==> src/rtl/lpta_pkg.sv <==
package lpta_pkg;
  typedef enum logic [3:0] {
    ST_OWN, ST_REQ, ST_PRE, ST_GO, ST_WSTOP, ST_LISTEN, ST_SURE, ST_GET, ST_ACK
  } lpta_st_e;

  localparam logic [1:0] LP11 = 2'b11;
  localparam logic [1:0] LP10 = 2'b10;
  localparam logic [1:0] LP01 = 2'b01;
  localparam logic [1:0] LP00 = 2'b00;
endpackage

==> src/rtl/lpta_len.sv <==
module lpta_len
  import lpta_pkg::*;
#(
  parameter int CW = 16,
  parameter int TW = CW + 3
) (
  input  logic [CW-1:0] lpx_i,
  input  lpta_st_e      st_i,
  output logic [TW-1:0] len_o
);
  logic [TW-1:0] l_ext;

  always_comb begin
    l_ext = (lpx_i == '0) ? TW'(1) : TW'(lpx_i);  // R9 clamp
    unique case (st_i)
      ST_REQ, ST_PRE, ST_ACK: len_o = l_ext;
      ST_GO:                  len_o = l_ext << 2;
      ST_GET:                 len_o = (l_ext << 2) + l_ext;
      ST_SURE:                len_o = l_ext + (l_ext >> 1);
      default:                len_o = TW'(1);
    endcase
  end
endmodule

==> src/rtl/lpta_timer.sv <==
module lpta_timer #(
  parameter int TW = 19
) (
  input  logic          clk_i,
  input  logic          rst_ni,
  input  logic          ld_i,
  input  logic [TW-1:0] len_i,
  output logic          done_o
);
  logic [TW-1:0] cnt_q;

  always_ff @(posedge clk_i or negedge rst_ni) begin
    if (!rst_ni)            cnt_q <= '0;
    else if (ld_i)          cnt_q <= len_i - TW'(1);
    else if (cnt_q != '0)   cnt_q <= cnt_q - TW'(1);
  end

  assign done_o = (cnt_q == '0);

  a_r3_load_nonzero: assert property (@(posedge clk_i) disable iff (!rst_ni)
    ld_i |-> len_i != '0);
endmodule

==> src/rtl/lpta_fsm.sv <==
module lpta_fsm
  import lpta_pkg::*;
#(
  parameter bit INIT_OWNER = 1'b1
) (
  input  logic     clk_i,
  input  logic     rst_ni,
  input  logic     req_i,
  input  logic [1:0] line_i,
  input  logic     done_i,
  output lpta_st_e st_o,
  output lpta_st_e nxt_o,
  output logic     ld_o,
  output logic     err_o
);
  localparam lpta_st_e RST_ST = INIT_OWNER ? ST_OWN : ST_WSTOP;

  lpta_st_e st_q, nxt;
  logic     bad, err_q;

  assign bad = (line_i != LP10) && (line_i != LP00);

  always_comb begin
    nxt = st_q;
    unique case (st_q)
      ST_OWN:    if (req_i && line_i == LP11) nxt = ST_REQ;
      ST_REQ:    if (done_i) nxt = ST_PRE;
      ST_PRE:    if (done_i) nxt = ST_GO;
      ST_GO:     if (done_i) nxt = ST_WSTOP;
      ST_WSTOP:  if (line_i == LP11) nxt = ST_LISTEN;
      ST_LISTEN: if (line_i == LP10) nxt = ST_SURE;
      ST_SURE:   if (bad) nxt = ST_WSTOP;
                 else if (done_i) nxt = ST_GET;
      ST_GET:    if (done_i) nxt = ST_ACK;
      ST_ACK:    if (done_i) nxt = ST_OWN;
      default:   nxt = RST_ST;
    endcase
  end

  always_ff @(posedge clk_i or negedge rst_ni) begin
    if (!rst_ni) begin
      st_q  <= RST_ST;
      err_q <= 1'b0;
    end else begin
      st_q  <= nxt;
      err_q <= (st_q == ST_SURE) && bad;
    end
  end

  assign st_o  = st_q;
  assign nxt_o = nxt;
  assign ld_o  = (nxt != st_q);
  assign err_o = err_q;

  a_r8_abort_to_listen: assert property (@(posedge clk_i) disable iff (!rst_ni)
    (st_q == ST_SURE && bad) |=> st_q == ST_WSTOP);
endmodule

==> src/rtl/lp_turnaround_ctrl.sv <==
module lp_turnaround_ctrl
  import lpta_pkg::*;
#(
  parameter int CW         = 16,
  parameter bit INIT_OWNER = 1'b1
) (
  input  logic          clk_i,
  input  logic          rst_ni,
  input  logic [CW-1:0] lpx_cycles_i,
  input  logic          turn_req_i,
  input  logic [1:0]    line_i,
  output logic [1:0]    lp_o,
  output logic          oe_o,
  output logic          dir_o,
  output logic          err_o
);
  localparam int TW = CW + 3;  // room for 5*LPX

  lpta_st_e      st, nxt;
  logic          ld, done;
  logic [TW-1:0] len;

  lpta_fsm #(.INIT_OWNER(INIT_OWNER)) u_fsm (
    .clk_i, .rst_ni, .req_i(turn_req_i), .line_i, .done_i(done),
    .st_o(st), .nxt_o(nxt), .ld_o(ld), .err_o
  );

  lpta_len #(.CW(CW), .TW(TW)) u_len (
    .lpx_i(lpx_cycles_i), .st_i(nxt), .len_o(len)
  );

  lpta_timer #(.TW(TW)) u_tmr (
    .clk_i, .rst_ni, .ld_i(ld), .len_i(len), .done_o(done)
  );

  always_comb begin
    unique case (st)
      ST_REQ, ST_ACK:        lp_o = LP10;
      ST_PRE, ST_GO, ST_GET: lp_o = LP00;
      default:               lp_o = LP11;
    endcase
    oe_o  = st inside {ST_OWN, ST_REQ, ST_PRE, ST_GO, ST_GET, ST_ACK};
    dir_o = st inside {ST_OWN, ST_REQ, ST_PRE, ST_GO};
  end

  a_r2_ignore: assert property (@(posedge clk_i) disable iff (!rst_ni)
    (dir_o && lp_o == LP11 && turn_req_i && line_i != LP11) |=> (dir_o && lp_o == LP11));
  a_r2_accept: assert property (@(posedge clk_i) disable iff (!rst_ni)
    (dir_o && lp_o == LP11 && turn_req_i && line_i == LP11) |=> lp_o == LP10);
  a_r4_release: assert property (@(posedge clk_i) disable iff (!rst_ni)
    $fell(oe_o) |-> (!dir_o && $past(lp_o) == LP00));
  a_r6_take_bridge: assert property (@(posedge clk_i) disable iff (!rst_ni)
    $rose(oe_o) |-> (lp_o == LP00 && !dir_o));
  a_r7_own: assert property (@(posedge clk_i) disable iff (!rst_ni)
    $rose(dir_o) |-> (lp_o == LP11 && $past(lp_o) == LP10));
  a_r8_err_pulse: assert property (@(posedge clk_i) disable iff (!rst_ni)
    err_o |=> !err_o);
  a_r8_err_quiet: assert property (@(posedge clk_i) disable iff (!rst_ni)
    err_o |-> !oe_o);
endmodule

==> config.mk <==
export PLATFORM = sky130hd
export DESIGN_NAME = lp_turnaround_ctrl
export DESIGN_NICKNAME = d
export VERILOG_FILES = /design/src/rtl/lpta_pkg.sv /design/src/rtl/lpta_len.sv /design/src/rtl/lpta_timer.sv /design/src/rtl/lpta_fsm.sv /design/src/rtl/lp_turnaround_ctrl.sv
export SDC_FILE = /design/constraint.sdc
export NUM_CORES = 1
export LEC_CHECK = 0
export BUFFER_PORTS_ARGS = -buffer_cell sky130_fd_sc_hd__clkbuf_2
export CORE_ASPECT_RATIO = 1.75
export CORE_MARGIN = 8
export CORE_UTILIZATION = 55
export CTS_BUF_LIST = sky130_fd_sc_hd__clkbuf_2 sky130_fd_sc_hd__clkbuf_4 sky130_fd_sc_hd__clkbuf_8
export CTS_CLUSTER_SIZE = 14
export DETAILED_ROUTE_END_ITERATION = 12
export GPL_ROUTABILITY_DRIVEN = 0
export PLACE_DENSITY_LB_ADDON = 0.05
export SYNTH_ARGS = -nofsm -noshare
export SYNTH_HDL_FRONTEND = slang
export SYNTH_SLANG_ARGS = --single-unit
==> constraint.sdc <==
create_clock -name clk_i -period 5.7 [get_ports clk_i]
set_input_delay 1.14 -clock clk_i [delete_from_list [all_inputs] [get_ports clk_i]]
set_output_delay 1.14 -clock clk_i [all_outputs]
set_load 0.01 [all_outputs]
==> reports/results.ini, run 1 <==
[run_status]
status=finished clean

[routing]
dr.pass1.iters=5
detailedRoute.firstIterationViolations=560
route.final.wire_length_mm=14.52
wl_met1_mm=5.437
highest_layer=met4
dr_total_vias=4711
final_antenna_net_count=0
wl_met3_um=746
detail_route.vias_per_cell=7.031
wl_per_cell_um=21.67
dr_wl_met2_mm=7.541
drcViolationCount=0

[die]
rows=42
floorplan.core_area_mm2=0.007515
die_ar_mm2=0.01084
initial_utilization_pct=56.14
die_height_um=131.9
io_pins=26
floorplan.die.width_um=82.21

[timing]
hold_viol=0
tightest_slew_ps=785.5
relSlewSlack_pct=47.51
setup_violations=0
report.final.slew_viol_count=0
finalClockSkew_ps=7.451
min_period_over_period_pct=95.06
achievable-frequency_mhz=184.5
fin_crit_ps=5419
timing.setup.tns_ps=0
setup_ws_ps=281.3
rsz0062_at_grt=false

[min_path]
hp-start=u_tmr.cnt_q[0]
hold_path_class=reg -> reg
min_path_cells=2
holdPathEnd=u_tmr.cnt_q[0]

[layout]
syn2layout_area_growth_pct=7.177
final_cells=670
antennaDiodeCount=0
multiInputGateArea_mm2=0.003354
finalInstanceArea_mm2=0.004522
num-nets-final=644
reg_area_um2=600.6
postLayoutCoreUtil_pct=60.17
fraction_of_final_layout_cells_with_drive_strength_greater_than_1_pct=12.54
num-fill-cells=740

[logic_synthesis]
yosysUniqueCellTypes=83
mapped_cells=561
ys_top_cells_by_area=sky130_fd_sc_hd__dfrtp_1 14%, sky130_fd_sc_hd__ha_1 11%, sky130_fd_sc_hd__a21oi_1 5.0%
top_area_cell_type_share_of_the_netlist_area_pct=14.23
synth_area_leader_cell=sky130_fd_sc_hd__dfrtp_1
warning_count_from_the_yosys_run=0
register_area_share_after_synthesis_pct=14.23
asyncSetResetFlopFracSynth_pct=100.0
synth_top_flop_cell=sky130_fd_sc_hd__dfrtp_1
count_of_state_elements_after_synthesis=24
synth.cell_area_mm2=0.004219
synth.cells.most_frequent=50 x sky130_fd_sc_hd__nor2_1, 47 x sky130_fd_sc_hd__nand2_1, 42 x sky130_fd_sc_hd__a21oi_1
synthesis.nets=622
synth.most_common_cell=sky130_fd_sc_hd__nor2_1
synth-edff-count=0
post_synth.cell_area_avg_um2=7.521

[critical_path]
rr_endpoint=u_tmr.cnt_q[14]
end_kind=register
path_max_fanout=5
timing.rr.start=u_tmr.cnt_q[14]
critical_path_class=in -> reg
reg2regPathDepth=16
required_ps=5900
arrival_ps=5620
regToRegSetupSlack_ps=1380
worstSetupStartpointType=input pin

[cts]
tritoncts.num_buffers=3
ctsHtreeMaxLevel=1
post_cts_hold_buffer_count=0
tritoncts_num_sinks=24
ctsLongestPathBuffers=2
path_clk_slew_ps=90
clk_root_buffer_cell=sky130_fd_sc_hd__clkbuf_8
clock_tree_from_tritoncts=done
clock_insertion_delay_worst_skew_ps=270

[global_route]
overall_global_routing_resource_usage_pct=26.48
number_of_global_route_vias_before_repair=4459
global_route.overflow_total=0
grt_first_pass_wirelength_mm=22.88
antenna_violations_before_repair=0
grt_max_degree=25

[placement]
count_of_input_and_output_buffers=25
count_of_placed_standard_cells_including_taps=666
dp_hpwl_mm=11.43
dpl-instance-area_mm2=0.004443
placement_setup_slack_ps=79.30

[pwr]
standby_leakage_power_nw=1.939
power_density_mw_per_mm2=188.7
worst_ir_drop_vdd_v=0.0002302

[job]
max_cap_viol_count=0

-- what timing repair did --
action,in CTS,in global routing
setup endpoints to repair,0,1
gates resized for setup,0,1
setup buffers,0,0
-- worst max path at each step --
stage	start	end	slack, ps
finish	lpx_cycles_i[15]	u_tmr.cnt_q[18]	280
global route	lpx_cycles_i[14]	u_tmr.cnt_q[18]	0.3
CTS	lpx_cycles_i[15]	u_tmr.cnt_q[18]	330
detailed placement	lpx_cycles_i[15]	u_tmr.cnt_q[18]	80
global placement	lpx_cycles_i[14]	u_tmr.cnt_q[18]	190
floorplan	lpx_cycles_i[15]	u_tmr.cnt_q[13]	480
-- metrics by stage --
| stage | total power, mW | hold WS, ps |
|---|---|---|
| 2_1_floorplan | 0.5714 | 587.7 |
| 3_3_place_gp | 0.6847 | 666.6 |
| 3_5_place_dp | 0.6933 | 674.9 |
| 4_1_cts | 0.8471 | 687.8 |
| 5_1_grt | 0.9078 | 739.5 |
| 6_report | 0.8533 | 695.5 |
-- state kept, by name, summed over array words and instances, names as in the netlist --
register and count:
u_fsm.st_o 4, u_fsm.err_o 1, u_tmr.cnt_q 19
-- cells in the final DEF (no fill, tap or decap), types with 12 or more instances in the layout --
cell type / instances
sky130_fd_sc_hd__inv_1: 29
sky130_fd_sc_hd__o21ai_0: 26
sky130_fd_sc_hd__a31oi_1: 12
sky130_fd_sc_hd__nor2_1: 50
sky130_fd_sc_hd__xnor2_1: 19
sky130_fd_sc_hd__buf_4: 17
sky130_fd_sc_hd__nand2_1: 47
sky130_fd_sc_hd__ha_1: 38
sky130_fd_sc_hd__nor3_1: 16
sky130_fd_sc_hd__a21oi_1: 42
sky130_fd_sc_hd__clkbuf_2: 25
sky130_fd_sc_hd__dfrtp_1: 24
sky130_fd_sc_hd__nand3_1: 20
-- routing by layer --
metal / up-vias / track usage, %
met4: 0 / 13.75
li1: 2181 / -
met3: 56 / 2.459
met5: - / 0
met2: 236 / 45.95
met1: 2238 / 30.00
-- where the power goes --
part	internal, mW	leakage (nW)	switching, mW
logic	0.183	1.61	0.269
clock network	0.0940	0.0357	0.0580
registers	0.209	0.295	0.0405
total	0.486	1.94	0.367
-- critical path: stages --
cell and delay (ps):
sky130_fd_sc_hd__clkbuf_2 120, sky130_fd_sc_hd__inv_1 100, sky130_fd_sc_hd__ha_1 170, sky130_fd_sc_hd__and4_1 230, sky130_fd_sc_hd__nand3_1 220, sky130_fd_sc_hd__nand2_1 220, sky130_fd_sc_hd__inv_1 140, sky130_fd_sc_hd__ha_1 250
sky130_fd_sc_hd__fa_1 440, sky130_fd_sc_hd__a211oi_1 340, sky130_fd_sc_hd__o21ai_0 290, sky130_fd_sc_hd__a21bo_2 270, sky130_fd_sc_hd__a31o_2 240, sky130_fd_sc_hd__a21o_1 200, sky130_fd_sc_hd__and3_1 180, sky130_fd_sc_hd__o32ai_1 340
sky130_fd_sc_hd__nand2b_1 90, sky130_fd_sc_hd__nor4_1 320, sky130_fd_sc_hd__nand4_1 150, sky130_fd_sc_hd__a21oi_1 160
-- cell type report --
type / count / area share, %
multi-input cells: 480 / 74.18
flip-flops and latches: 24 / 13.28
repair buffers: 42 / 5.589
inverters: 32 / 2.933
well taps: 88 / 2.435
clock buffers: 3 / 0.9131
clock inverters: 1 / 0.6641
-- cells by family (layout without fill, tap and decap cells) --
logic type | Yosys count | after routing | share of synthesized area [%]
simple gates | 210 | 210 | 26.60
mux | 11 | 11 | 2.728
compound gates | 188 | 188 | 31.05
flops | 24 | 24 | 14.23
buf+inv | 57 | 78 | 6.553
xor+xnor | 31 | 31 | 6.613
fa+ha+maj | 40 | 40 | 12.22
(Power assumes the default switching activity.)
==> run 2: changes to the inputs <==
Settings changed: RECOVER_POWER set to 25, SKIP_LAST_GASP set to 1.
==> run 2 against run 1 <==
  * Utilization is essentially flat
  * Flip-flop and latch count is the same
  * Clock skew is essentially flat
  * Clock power is essentially flat
  * Worst setup slack lost 4.3 ps
  * Die area is the same
  * Sequential share of layout area is essentially flat
  * Count of clock-buffer cells in the layout is the same
  * Register-to-register slack lost 30 ps
  * Via count grew 0.15%
  * Final area is essentially flat
  * Critical path type unchanged
  * Largest cell class unchanged
  * Highest routed layer unchanged
==> reports/results.ini, run 2 (synthesis results as in run 1) <==
[run_status]
status=finished clean

[die]
initial_utilization_pct=56.14
floorplan.die.width_um=82.21
die_ar_mm2=0.01084
floorplan.core_area_mm2=0.007515
die_height_um=131.9
io_pins=26
rows=42

[job]
max_cap_viol_count=0

[timing]
fin_crit_ps=5423
tightest_slew_ps=1341
min_period_over_period_pct=95.14
rsz0062_at_grt=false
report.final.slew_viol_count=0
worst_hold_slack_ps=695.5
setup_ws_ps=277.0
relSlewSlack_pct=10.62
setup_violations=0
achievable-frequency_mhz=184.4
hold_viol=0
timing.setup.tns_ps=0
finalClockSkew_ps=7.624

[critical_path]
cp_slowest_cell=sky130_fd_sc_hd__fa_1
worstSetupStartpointType=input pin
path_cells=clkbuf_2 > inv_1 > ha_1 > and4_1 > nand3_1 > nand2_1 > inv_1 > ha_1 > fa_1 > a211oi_1 > o21ai_0 > a21bo_2 > a31o_2 > a21o_1 > and3_1 > o32ai_1 > nand2b_1 > nor4_1 > nand4_1 > a21oi_1
timing.rr.start=u_tmr.cnt_q[13]
regToRegSetupSlack_ps=1350
reg2regPathDepth=16
critical_path_class=in -> reg
end_kind=register
path_max_fanout=5
arrival_ps=5620
required_ps=5900
rr_endpoint=u_tmr.cnt_q[14]
cpPeakStageDelay_ps=440

[min_path]
hold_path_class=reg -> reg
holdPathEnd=u_tmr.cnt_q[0]
hp-start=u_tmr.cnt_q[0]
min_path_cells=2

[placement]
count_of_input_and_output_buffers=25
dp_hpwl_mm=11.43
placement_setup_slack_ps=79.30

[cts]
post_cts_hold_buffer_count=0
clock_tree_from_tritoncts=done
ctsLongestPathBuffers=2
clock_insertion_delay_worst_skew_ps=270
clk_root_buffer_cell=sky130_fd_sc_hd__clkbuf_8
tritoncts.num_buffers=3
path_clk_slew_ps=90
ctsHtreeMaxLevel=1
post_cts_setup_repair_bufs=0
tritoncts_num_sinks=24

[layout]
antennaDiodeCount=0
num-nets-final=644
multiInputGateArea_mm2=0.003354
top_register=u_tmr.cnt_q
syn2layout_area_growth_pct=7.147
most-common-layout-cells=50 x sky130_fd_sc_hd__nor2_1, 47 x sky130_fd_sc_hd__nand2_1, 42 x sky130_fd_sc_hd__a21oi_1, 38 x sky130_fd_sc_hd__ha_1, 29 x sky130_fd_sc_hd__inv_1
flip_flop_count_of_the_largest_register_after_layout=19
num-fill-cells=741
commonest_non_fill_non_tap_cell_in_the_layout=sky130_fd_sc_hd__nor2_1
fraction_of_final_layout_cells_with_drive_strength_greater_than_1_pct=12.37
postLayoutCoreUtil_pct=60.16
reg_area_um2=600.6

[routing]
wl_per_cell_um=21.69
detail_route.vias_per_cell=7.042
final_antenna_net_count=0
detailedRoute.firstIterationViolations=560
dr.pass1.iters=5
route.final.wire_length_mm=14.53
dr_total_vias=4718
drcViolationCount=0

[pwr]
standby_leakage_power_nw=1.936
power_density_mw_per_mm2=188.8
worst_ir_drop_vdd_v=0.0002303

[global_route]
number_of_global_route_vias_before_repair=4459
overall_global_routing_resource_usage_pct=26.48
antenna_violations_before_repair=0
grt_max_degree=25
global_route.overflow_total=0
grt_first_pass_wirelength_mm=22.88

==> run 2: final cells by class <==
class | count | area share (%)
Clock buffer | 3 | 0.9134
Clock inverter | 1 | 0.6643
Inverter | 32 | 2.934
Multi-Input combinational cell | 480 | 74.20
Sequential cell | 24 | 13.29
Tap cell | 88 | 2.436
Timing Repair Buffer | 42 | 5.563
==> run 2: power breakdown <==
part,leakage (nW),switching (mW),total [mW],internal [mW]
clock network,0.0357,0.0582,0.152,0.0940
registers,0.295,0.0405,0.250,0.209
logic,1.61,0.269,0.452,0.183
==> run 2: per-stage QoR <==
stage / power [mW] / instance area (um^2) / cells
finish: 0.8535 / 4521 / 670
CTS: 0.8471 / 4514 / 670
detailed placement: 0.6933 / 4443 / 666
global placement: 0.6847 / 4443 / 666
global route: 0.9077 / 4521 / 670
floorplan: 0.5714 / 4219 / 561
==> run 2: routing by layer <==
layer	track usage, %	part of all wire, %	vias up	routed length, um
li1	-	-	2185	-
met1	30.00	37	2243	5435
met2	45.95	52	232	7509
met3	2.459	5.3	58	774
met4	13.75	5.6	0	811
met5	0	0	-	0
==> run 2: worst max-delay path by stage <==
| stage | to | slack (ps) | start | cells past startpoint |
|---|---|---|---|---|
| final | u_tmr.cnt_q[18] | 280 | lpx_cycles_i[15] | 20 |
| after CTS | u_tmr.cnt_q[18] | 330 | lpx_cycles_i[15] | 20 |
| after floorplan | u_tmr.cnt_q[13] | 480 | lpx_cycles_i[15] | 18 |
| after detailed placement | u_tmr.cnt_q[18] | 80 | lpx_cycles_i[15] | 20 |
| after global routing | u_tmr.cnt_q[18] | 0.3 | lpx_cycles_i[14] | 20 |
| after global placement | u_tmr.cnt_q[18] | 190 | lpx_cycles_i[14] | 20 |
==> run 2: worst max-delay path: cells and delay by family <==
family                   cells  cell delay, ps
AO/OA/AOI/OAI                7            1850
buffers and inverters        3             360
adder cells (fa/ha/maj)      3             860
AND/OR/NAND/NOR              7            1410
==> run 2: what timing repair did <==
| action | CTS | global route |
|---|---|---|
| endpoints found under the setup margin | 0 | 1 |
| gates resized for setup | 0 | 1 |
| endpoints found under the hold margin | 0 | 0 |
==> run 3: changes to the inputs <==
Settings changed: ABC_AREA set to 1, CTS_BUF_LIST sky130_fd_sc_hd__clkbuf_2 sky130_fd_sc_hd__clkbuf_4 sky130_fd_sc_hd__clkbuf_8 to sky130_fd_sc_hd__clkbuf_8.
==> run 3 against run 2 <==
  * Clock skew is 2.6 ps lower
  * Die area is 3.5% higher
  * Total power rose by 120%
  * Largest power group unchanged
==> reports/results.ini, run 3 <==
[routing]
drcViolationCount=0
detailedRoute.firstIterationViolations=308
final_antenna_net_count=0
detail_route.vias_per_cell=5.638
dr.pass1.iters=5
route.final.wire_length_mm=12.96
wl_per_cell_um=15.31
dr_total_vias=4770

[logic_synthesis]
synthesis.nets=797
synth.cell_area_mm2=0.004397
synth_area_leader_cell=sky130_fd_sc_hd__nand2_1
register_area_share_after_synthesis_pct=13.66
post_synth.cell_area_avg_um2=5.974
synth-edff-count=0
ys_top_cells_by_area=sky130_fd_sc_hd__nand2_1 19%, sky130_fd_sc_hd__dfrtp_1 14%, sky130_fd_sc_hd__ha_1 11%
top_area_cell_type_share_of_the_netlist_area_pct=18.70
yosysUniqueCellTypes=44
warning_count_from_the_yosys_run=0
synth.cells.most_frequent=219 x sky130_fd_sc_hd__nand2_1, 86 x sky130_fd_sc_hd__inv_1, 86 x sky130_fd_sc_hd__nor2_1
mapped_cells=736
synth.most_common_cell=sky130_fd_sc_hd__nand2_1
synth_top_flop_cell=sky130_fd_sc_hd__dfrtp_1
count_of_state_elements_after_synthesis=24
asyncSetResetFlopFracSynth_pct=100.0

[layout]
postLayoutCoreUtil_pct=59.27
num-nets-final=818
commonest_non_fill_non_tap_cell_in_the_layout=sky130_fd_sc_hd__nand2_1
antennaDiodeCount=0
syn2layout_area_growth_pct=5.891
fraction_of_final_layout_cells_with_drive_strength_greater_than_1_pct=13.23
most-common-layout-cells=219 x sky130_fd_sc_hd__nand2_1, 86 x sky130_fd_sc_hd__nor2_1, 86 x sky130_fd_sc_hd__inv_1, 53 x sky130_fd_sc_hd__nand3_1, 48 x sky130_fd_sc_hd__a21oi_1
top_register=u_tmr.cnt_q
flip_flop_count_of_the_largest_register_after_layout=19

[pwr]
clock_power_share_pct=8.1
worst_ir_drop_vdd_v=0.0003539
sequentialPowerShare_pct=14.7
power_density_mw_per_mm2=407.2
sw_frac_of_total_pct=57.30
p_sw_mw=1.086
standby_leakage_power_nw=2.623
cell_internal_pwr_mw=0.8094
p_total_mw=1.896
pwr-share-comb_pct=77.2

[cts]
clock_insertion_delay_worst_skew_ps=280
path_clk_slew_ps=90
tritoncts.num_buffers=3
ctsHtreeMaxLevel=1
clock_tree_from_tritoncts=done
tritoncts_num_sinks=24
clk_root_buffer_cell=sky130_fd_sc_hd__clkbuf_8
cts_resized=0
post_cts_hold_buffer_count=0
post_cts_setup_repair_bufs=0
ctsLongestPathBuffers=2

[critical_path]
arrival_ps=4600
path_max_fanout=15
critical_path_class=in -> reg
reg2regPathDepth=24
end_kind=register
worstSetupStartpointType=input pin
required_ps=5910

[die]
die_ar_mm2=0.01122
die_height_um=134.3
io_pins=26
initial_utilization_pct=55.97
floorplan.core_area_mm2=0.007855
rows=43
floorplan.die.width_um=83.59

[timing]
fin_crit_ps=4387
hold_viol=0
timing.setup.tns_ps=0
setup_violations=0
min_period_over_period_pct=76.96
finalClockSkew_ps=5.008
relSlewSlack_pct=12.40
report.final.slew_viol_count=0
tightest_slew_ps=1314
rsz0062_at_grt=false
achievable-frequency_mhz=228.0

[job]
max_cap_viol_count=0

[global_route]
number_of_global_route_vias_before_repair=4843
overall_global_routing_resource_usage_pct=22.53
global_route.overflow_total=0
antenna_violations_before_repair=0
grt_first_pass_wirelength_mm=21.49
grt_max_degree=26

[run_status]
status=finished clean

[placement]
dp_hpwl_mm=10.57
count_of_input_and_output_buffers=25

[min_path]
min_path_cells=3
hold_path_class=reg -> reg

[run 3: final timing paths]
check / startpoint / endpoint / slack [ps]
setup / recovery: lpx_cycles_i[14] / u_tmr.cnt_q[15] / 1310
hold / removal: u_tmr.cnt_q[12] / u_tmr.cnt_q[12] / 610
setup reg to reg: u_tmr.cnt_q[15] / u_tmr.cnt_q[18] / 2110
hold reg to reg: u_tmr.cnt_q[12] / u_tmr.cnt_q[12] / 610
max in group asynchronous: rst_ni / u_fsm.st_o[0] / 3800
min in group asynchronous: rst_ni / u_fsm.st_o[3] / 1130
[run 3: per-layer routing]
| layer | up-vias | part of all wire (%) | global-route usage (%) |
|---|---|---|---|
| met1 | 2159 | 38 | 22.52 |
| li1 | 2420 | - | - |
| met5 | - | 0 | 0 |
| met3 | 47 | 3.3 | 1.761 |
| met2 | 144 | 53 | 43.60 |
| met4 | 0 | 5.7 | 12.93 |
[run 3: power by group through the flow]
| stage | registers [mW] | logic, mW | clock network [mW] |
|---|---|---|---|
| 3_3_place_gp | 0.281 | 1.42 | 0 |
| 2_1_floorplan | 0.266 | 1.17 | 0 |
| 6_report | 0.279 | 1.46 | 0.154 |
| 4_1_cts | 0.278 | 1.46 | 0.154 |
| 3_5_place_dp | 0.282 | 1.44 | 0 |
| 5_1_grt | 0.284 | 1.65 | 0.158 |
[run 3: area by class of cell]
type / instances / area (um^2)
inverters: 101 / 379.1
repair buffers: 31 / 167.7
multi-input cells: 596 / 3324
flip-flops and latches: 24 / 600.6
clock buffers: 3 / 41.29
fillers: 821 / 3199
clock inverters: 1 / 30.03
well taps: 90 / 112.6
[run 3: worst max-delay path: stages]
cell	delay (ps)
sky130_fd_sc_hd__clkbuf_2	120
sky130_fd_sc_hd__inv_1	60
sky130_fd_sc_hd__ha_1	200
sky130_fd_sc_hd__and3_1	190
sky130_fd_sc_hd__nand3_1	70
sky130_fd_sc_hd__buf_4	200
sky130_fd_sc_hd__nand2_1	160
sky130_fd_sc_hd__ha_1	250
sky130_fd_sc_hd__fa_1	410
sky130_fd_sc_hd__nand3_1	90
sky130_fd_sc_hd__nand2_1	140
sky130_fd_sc_hd__nand2_1	90
sky130_fd_sc_hd__nand3_1	100
sky130_fd_sc_hd__xnor2_1	160
sky130_fd_sc_hd__inv_1	50
sky130_fd_sc_hd__nand4_1	80
sky130_fd_sc_hd__nand2_1	60
sky130_fd_sc_hd__nor2_1	80
sky130_fd_sc_hd__nand2_1	50
sky130_fd_sc_hd__nand2_1	70
sky130_fd_sc_hd__nand2_1	90
sky130_fd_sc_hd__nor2_1	190
sky130_fd_sc_hd__nand2_1	100
sky130_fd_sc_hd__nor2_1	220
sky130_fd_sc_hd__nand3_1	100
sky130_fd_sc_hd__a21oi_1	140
[run 3: per-stage QoR]
stage	hold WS (ps)	setup slack [ps]	cells	area, um^2
finish	615.0	1313	846	4656
global route	662.5	831.1	846	4656
CTS	620.9	1302	846	4658
detailed placement	604.4	1019	842	4587
global placement	598.1	1120	842	4587
floorplan	554.7	1485	736	4397
[run 3: kinds of logic (layout without fill, tap and decap cells)]
family	count (synthesis)	after routing	share of synthesized area (%)
and+or+nand+nor	442	442	46.70
buffers and inverters	116	136	10.73
AOI/OAI and AO/OA	90	90	12.41
adders and majority gates	40	40	11.72
xor gates and xnor gates	24	24	4.781
DFF	24	24	13.66
